## src/rtl/csd_pkg.sv

```systemverilog
// Shared constants and types for the stacked chip-select decoder.
// Assumes exactly four chip selects whose stacking order is A1, A2, B1, B2.
package csd_pkg;
    localparam int NUM_CS   = 4;
    localparam int IDX_W    = 2;
    localparam int KB_SHIFT = 10;

    // Stacking order, lowest address first; the order is behaviour.
    typedef enum logic [IDX_W-1:0] {
        CS_A1 = 2'd0,
        CS_A2 = 2'd1,
        CS_B1 = 2'd2,
        CS_B2 = 2'd3
    } cs_idx_e;
endpackage

```

## src/rtl/csd_size_regs.sv

```systemverilog
// Holds the four per-chip-select sizes in kilobytes.
// Assumes one write per cycle at most; synchronous active-low reset clears all.
module csd_size_regs
    import csd_pkg::*;
#(
    parameter int SIZE_W = 20
) (
    input  logic                          clk,
    input  logic                          rst_n,
    input  logic                          we,
    input  logic [IDX_W-1:0]              idx,
    input  logic [SIZE_W-1:0]             wdata,
    output logic [NUM_CS-1:0][SIZE_W-1:0] size_o
);
    for (genvar g = 0; g < NUM_CS; g++) begin : g_reg
        localparam logic [IDX_W-1:0] MY_IDX = IDX_W'(g);
        // Load this chip select's size when addressed.
        always_ff @(posedge clk) begin
            if (!rst_n) begin
                size_o[g] <= '0;
            end else if (we && (idx == MY_IDX)) begin
                size_o[g] <= wdata;
            end
        end
    end
endmodule

```

## src/rtl/csd_bound_sum.sv

```systemverilog
// Forms the running upper boundary of each stacked region, in kilobytes,
// and registers it. Assumes the sum width leaves room for NUM_CS maximum sizes.
module csd_bound_sum
    import csd_pkg::*;
#(
    parameter int SIZE_W = 20,
    localparam int SUM_W = SIZE_W + $clog2(NUM_CS)
) (
    input  logic                          clk,
    input  logic                          rst_n,
    input  logic [NUM_CS-1:0][SIZE_W-1:0] size_i,
    output logic [NUM_CS-1:0][SUM_W-1:0]  bound_o
);
    logic [NUM_CS-1:0][SUM_W-1:0] bound_d;

    // Prefix sum of the sizes in stacking order.
    always_comb begin
        logic [SUM_W-1:0] acc;
        acc = '0;
        for (int i = 0; i < NUM_CS; i++) begin
            acc        = acc + SUM_W'(size_i[i]);
            bound_d[i] = acc;
        end
    end

    // Register the boundaries to keep the adder chain off the lookup path.
    always_ff @(posedge clk) begin
        if (!rst_n) begin
            bound_o <= '0;
        end else begin
            bound_o <= bound_d;
        end
    end
endmodule

```

## src/rtl/csd_range_match.sv

```systemverilog
// Compares an address against the stacked boundaries and picks the region.
// Assumes boundaries are non-decreasing; purely combinational.
module csd_range_match
    import csd_pkg::*;
#(
    parameter int ADDR_W = 32,
    parameter int SIZE_W = 20,
    localparam int SUM_W = SIZE_W + $clog2(NUM_CS),
    localparam int BYTE_W = SUM_W + KB_SHIFT,
    localparam int CMP_W = (ADDR_W > BYTE_W) ? ADDR_W : BYTE_W
) (
    input  logic [ADDR_W-1:0]             addr_i,
    input  logic [NUM_CS-1:0][SUM_W-1:0]  bound_i,
    output logic [NUM_CS-1:0]             hit_o,
    output logic [ADDR_W-1:0]             off_o,
    output logic                          miss_o
);
    logic [CMP_W-1:0]             addr_x;
    logic [NUM_CS-1:0][CMP_W-1:0] end_x;
    logic [NUM_CS-1:0][CMP_W-1:0] start_x;

    // Widen the address and convert kilobyte boundaries to bytes.
    always_comb begin
        addr_x = CMP_W'(addr_i);
        for (int i = 0; i < NUM_CS; i++) begin
            end_x[i]   = CMP_W'(bound_i[i]) << KB_SHIFT;
            start_x[i] = (i == 0) ? '0 : (CMP_W'(bound_i[i-1]) << KB_SHIFT);
        end
    end

    // A region hits when the address lies in [start, end); empty ones never do.
    always_comb begin
        for (int i = 0; i < NUM_CS; i++) begin
            hit_o[i] = (addr_x >= start_x[i]) && (addr_x < end_x[i]);
        end
    end

    // Offset against the chosen region's start; zero on a miss.
    always_comb begin
        off_o = '0;
        for (int i = 0; i < NUM_CS; i++) begin
            if (hit_o[i]) begin
                off_o = ADDR_W'(addr_x - start_x[i]);
            end
        end
        miss_o = (hit_o == '0);
    end
endmodule

```

## src/rtl/csd_stack_decode.sv

```systemverilog
// Top of the stacked chip-select decoder: size registers, boundary sums,
// range match and a single output register stage.
// Assumes a lookup two cycles after a size write sees the new size.
module csd_stack_decode
    import csd_pkg::*;
#(
    parameter int ADDR_W = 32,
    parameter int SIZE_W = 20
) (
    input  logic              clk,
    input  logic              rst_n,
    input  logic              cfg_we,
    input  logic [1:0]        cfg_idx,
    input  logic [SIZE_W-1:0] cfg_size,
    input  logic              lookup_vld_i,
    input  logic [ADDR_W-1:0] lookup_addr_i,
    output logic              vld_o,
    output logic [3:0]        cs_o,
    output logic [ADDR_W-1:0] off_o,
    output logic              miss_o
);
    localparam int SUM_W = SIZE_W + $clog2(NUM_CS);

    logic [NUM_CS-1:0][SIZE_W-1:0] size_q;
    logic [NUM_CS-1:0][SUM_W-1:0]  bound_q;
    logic [NUM_CS-1:0]             hit_c;
    logic [ADDR_W-1:0]             off_c;
    logic                          miss_c;

    csd_size_regs #(.SIZE_W(SIZE_W)) u_regs (
        .clk    (clk),
        .rst_n  (rst_n),
        .we     (cfg_we),
        .idx    (cfg_idx),
        .wdata  (cfg_size),
        .size_o (size_q)
    );

    csd_bound_sum #(.SIZE_W(SIZE_W)) u_sum (
        .clk     (clk),
        .rst_n   (rst_n),
        .size_i  (size_q),
        .bound_o (bound_q)
    );

    csd_range_match #(.ADDR_W(ADDR_W), .SIZE_W(SIZE_W)) u_match (
        .addr_i  (lookup_addr_i),
        .bound_i (bound_q),
        .hit_o   (hit_c),
        .off_o   (off_c),
        .miss_o  (miss_c)
    );

    // Capture the decode result for one cycle per valid lookup.
    always_ff @(posedge clk) begin
        if (!rst_n) begin
            vld_o  <= 1'b0;
            cs_o   <= '0;
            off_o  <= '0;
            miss_o <= 1'b0;
        end else if (lookup_vld_i) begin
            vld_o  <= 1'b1;
            cs_o   <= hit_c;
            off_o  <= off_c;
            miss_o <= miss_c;
        end else begin
            vld_o  <= 1'b0;
            cs_o   <= '0;
            off_o  <= '0;
            miss_o <= 1'b0;
        end
    end
endmodule

```

## config.mk

```make
export PLATFORM = sky130hd
export DESIGN_NAME = csd_stack_decode
export DESIGN_NICKNAME = d
export VERILOG_FILES = /design/src/rtl/csd_pkg.sv /design/src/rtl/csd_size_regs.sv /design/src/rtl/csd_bound_sum.sv /design/src/rtl/csd_range_match.sv /design/src/rtl/csd_stack_decode.sv
export SDC_FILE = /design/constraint.sdc
export NUM_CORES = 1
export LEC_CHECK = 0
export BUFFER_PORTS_ARGS = -buffer_cell sky130_fd_sc_hd__buf_2
export CAP_MARGIN = 20
export CORE_UTILIZATION = 65
export DETAILED_ROUTE_END_ITERATION = 6
export PLACE_DENSITY = 0.83
export REMOVE_ABC_BUFFERS = 1
export SETUP_SLACK_MARGIN = 0.05
export SYNTH_ARGS = -nofsm -noshare
export SYNTH_HDL_FRONTEND = slang
export SYNTH_SLANG_ARGS = --single-unit
```

## constraint.sdc

```tcl
create_clock -name clk -period 7.6 [get_ports clk]
set_clock_uncertainty 0.05 [all_clocks]
set_input_delay 1.14 -clock clk [delete_from_list [all_inputs] [get_ports clk]]
set_output_delay 1.14 -clock clk [all_outputs]
set_load 0.03 [all_outputs]
```

---- Yosys cells after proc, flatten, opt, wreduce, memory -nomap -nowiden ----
Index checks and enable logic that the tools add are counted.
word-level totals
  register bits ........................... 206
  input port bits ......................... 58
cells by class
  add/sub/neg operators ................... 6
  magnitude comparators ................... 8
  equal/unequal tests ..................... 3
  muxes and demuxes ....................... 5
  reduce and logical (&&, ||, !) cells .... 11
operator list
  operator               count
  $lt A32 B32 Y1         4
  $mux W32               4
  $ge A32 B32 Y1         3
  $sub A32 B32 Y32       3
  $add A22 B20 Y22       2
  $ge A32 B1 Y1 const B  1
  $add A20 B20 Y21       1
  $logic_and A1 B1 Y1    8
  $eq A2 B2 Y1 const B   2
  $logic_not A4 Y1       1
  $eq A2 B1 Y1 const B   1
  $logic_not A2 Y1       1
  $reduce_and A2 Y1      1
  $mux W1                1

---- Logic depth before layout (Yosys ltp) ----
  depth after elaboration ................. 6
  gate-level depth with buffers ........... 25
  depth with buffers taken out ............ 25

---- Cells and area by module ----
Synthesis repeated with hierarchy kept, for this count alone.
unflattened totals
  cell total of the unflattened synthesis .. 1600
  area, all modules ....................... 13929.6 µm²
modules (own cells, without submodules)
  module            times used  cells each  area each (µm²)
  csd_bound_sum     1           533         5044.8
  csd_range_match   1           700         4873.4
  csd_size_regs     1           283         2927.8
  csd_stack_decode  1           84          1083.5

---- Worst setup path after synthesis ----
OpenSTA, ideal clock, no wires.
  path type ............................... register to register
  start ................................... reg u_regs.size_o[0] in the netlist's numbering
  end ..................................... reg u_sum.bound_o[87] in the netlist's numbering
  setup time .............................. 92 ps
  data arrival time ....................... 4777 ps
  required time ........................... 7458 ps
  setup slack ............................. 2681 ps
  stages on the path, launching flop included .. 23
  buffers on the path ..................... 0
  clock period less this slack ............ 4919 ps
  cell sequence ........................... dfxtp_1 > ha_1 > fa_1 > a211oi_1 > o211ai_1 > and3_1 > o21ai_0 > a221oi_1 > ha_1 > a21oi_1 > o21ai_0 > a21oi_1 > o21ai_0 > o31ai_1 > xnor2_1 > ha_1 > nand4_1 > o31a_1 > o311a_1 > a21oi_1 > a21o_1 > nand2_1 > o32ai_1
RTL lines
  what                             RTL line             text
  start, declared                  csd_size_regs.sv:13  output logic [NUM_CS-1:0][SIZE_W-1:0] size_o
  start signal, assigned by index  csd_size_regs.sv:22  size_o[g] <= wdata;
  end signal, assigned             csd_bound_sum.sv:31  bound_o <= bound_d;
  end, declared                    csd_bound_sum.sv:12  output logic [NUM_CS-1:0][SUM_W-1:0] bound_o

==> flow_summary.toml <==
[timing]
max-slew-margin-rel = 0.308
hold_viol = 0
finalCritPeriodShare = 0.756
finalSetupViolCount = 0
rsz0062_at_grt = "false"
max_freq_mhz = 174
finalCriticalPeriod_ns = 5.75
worst_pin_slew_ns = 1.04
setup_slack_ns = 1.85
setup_tns_ns = 0
maxSlewViolCount = 0

[clock_tree]
htree_levels = 1
cts.clk_slew.worst_paths_ns = 0.06
cts.sinks = 203
cts_buffer_depth = 3
cts_setup_buffers = 0
cts_tree = "done"
cts_hold_buf = 0
cts_inserted_buffers = 22
root_buffer = "clkbuf_16"
ctsResizeCount = 0
worstSkewPairLatency_ns = 0.52

[setup_path]
path_class = "register to register"
crit_path_start_kind = "register"
worstPathCellList = "ha_1 -> fa_1 -> a211oi_1 -> o211ai_1 -> and3_1 -> o21ai_0 -> a221oi_1 -> ha_1 -> a21oi_1 -> o21ai_0 -> a21oi_1 -> o21ai_0 -> o31ai_1 -> xnor2_1 -> ha_1 -> nand4_1 -> o31a_1 -> o311a_1 -> a21oi_1 -> a21o_1 -> nand2_1 -> o32ai_1"
r2r_start = "u_regs.size_o[0]$_SDFFE_PN0P_"
crit_path_top_delay_cell = "o31ai_1"
path_max_fanout = 5
cp_data_required_time_ns = 7.98
cp-end-kind = "register"
critPathLaunch = "u_regs.size_o[0]$_SDFFE_PN0P_"
cp.arrival_ns = 6.12
timing.critical_path.slowest_cell_delay_ns = 0.54

[route]
vias_per_cell = 5.91
drtPass1Iterations = 5
route.detailed.drc = 0
antenna_left = 0
avgRoutedWirePerCell_um = 17.0
vias = 12117
drt_iter0_markers = 714
routed_wirelength_mm = 34.8

[logic_synthesis]
synth_area_leaders = "dfxtp_1, ha_1, a21oi_1"
synth_edf_count = 0
synth-async-reset-ratio = 0
yosysTopAreaCell = "dfxtp_1"
synthCells = 1696
yosysSeqAreaShare = 0.303
netlist_area_um2 = 13400
synthDistinctLibCells = 75
synthFlopType = "dfxtp_1"
synth.most_common_cell = "nand2_1"
ys_ff_latch = 203
ys.warnings.count = 0
syn_area_per_cell_um2 = 7.92
synth_common_cells = "nand2_1, dfxtp_1, a21oi_1, ha_1, inv_1"
synth_top_area_share = 0.303

[pwr]
power_uw = 2750
total_leakage_power_uw = 0.00625
peakVddDrop_mv = 0.178
power_density_nw_per_um2 = 186

[cells_and_area]
fillCellCount = 1628
diodes = 0
stdcell_area_um2 = 14800
drive_above_1_share = 0.0921
final_util = 0.729
nNetsFinal = 1977
syn_to_final_growth_pct = 9.86

[min_path]
hp-class = "register to register"
hp-start = "u_regs.size_o[31]$_SDFFE_PN0P_"

[global_route]
antenna_found_initial = 0
track_usage = 0.321
grt_pass1_wl_mm = 55.1
overflow = 0
grt_pass1_vias = 11293
grt_max_degree = 51

[floorplanning]
io_pins = 96
die-width_um = 146
row_count = 52
die-area_um2 = 21200
core_area_um2 = 20200
start_util = 0.664
die_h_um = 146

[status]
status = "finished, final reports clean"

[placement]
place_area_um2 = 14100
place.gp.congestion = 0.970
dpl.hpwl_mm = 26.7
preCtsSetupSlack_ns = 1.99
io_buffers = 95

[flow_run]
max-cap-violations = 0
==> final cells by class <==
type	count	area [µm²]	share of cell area
Clock inverter	4	60.1	0.00407
Clock buffer	32	608	0.0412
Timing Repair Buffer	104	543	0.0368
Tap cell	270	338	0.0229
Multi-Input combinational cell	1318	8700	0.589
Inverter	119	447	0.0303
Sequential cell	203	4060	0.275
==> where the power goes <==
group          switching (µW)  internal, µW  leakage [µW]
clock network             419           587      0.000324
registers                19.2          1110       0.00165
logic                     375           233       0.00427
total                     813          1930       0.00625
==> per-layer routing <==
metal	GRT usage	part of all wire	vias up
met3	0.0423	0.061	50
li1	-	-	6097
met5	0	0	-
met2	0.533	0.45	425
met4	0.0953	0.025	0
met1	0.434	0.46	5545
==> cells by family (layout without fill, tap and decap cells) <==
group                    count (synthesis)  count (layout)  share of synthesized area
AND/OR/NAND/NOR                        593             593                      0.213
AO/OA/AOI/OAI                          478             478                      0.226
flip-flops                             203             203                      0.303
buffers and inverters                  175             259                     0.0506
adder cells (fa/ha/maj)                151             151                      0.144
XOR/XNOR                                88              88                     0.0574
multiplexers                             8               8                    0.00596
==> stage by stage <==
stage                     cells  hold WS, ns
after floorplan            1640        0.390
after global placement     2014        0.397
after detailed placement   2014        0.401
after CTS                  2050        0.411
after global routing       2050        0.424
final                      2050        0.409
==> flip-flops by register name, summed over array words and instances, names as in the netlist <==
signal and flops:
u_regs.size_o 80, vld_o 1, miss_o 1, off_o 32
cs_o 4, u_sum.bound_o 85
==> critical path: cells and delay by family (launching register included) <==
family | cells | cell delay (ns)
fa+ha+maj | 4 | 1.42
flops | 1 | 0.34
compound gates | 14 | 3.26
xor+xnor | 1 | 0.16
simple gates | 3 | 0.41
==> worst paths after layout <==
kind | depth (start not counted) | end | slack, ns
setup / recovery | 22 | u_sum.bound_o[87]$_SDFF_PN0_ | 1.85
hold / removal | 2 | u_regs.size_o[31]$_SDFFE_PN0P_ | 0.41
setup reg to reg | 22 | u_sum.bound_o[87]$_SDFF_PN0_ | 1.85
hold reg to reg | 2 | u_regs.size_o[31]$_SDFFE_PN0P_ | 0.41
==> cell usage in the layout (no fill, tap or decap), types with 5 or more instances in the layout <==
cell type	instances
a211oi_1	27
a21o_1	47
a21oi_1	182
a31oi_1	18
and2_1	78
and3_1	18
buf_2	95
buf_4	9
clkbuf_1	8
clkbuf_16	22
dfxtp_1	203
fa_1	6
ha_1	145
inv_1	118
mux2i_1	8
nand2_1	225
nand2b_1	29
nand3_1	37
nand4_1	17
nor2_1	97
nor2b_1	9
nor3_1	30
nor3b_1	6
nor4_1	9
o211ai_1	32
o21a_1	14
o21ai_0	76
o21ai_1	5
o21bai_1	15
o31ai_1	6
or2_2	7
or3_1	13
xnor2_1	56
xor2_1	32
No activity file was read; power rests on OpenSTA's default activity.
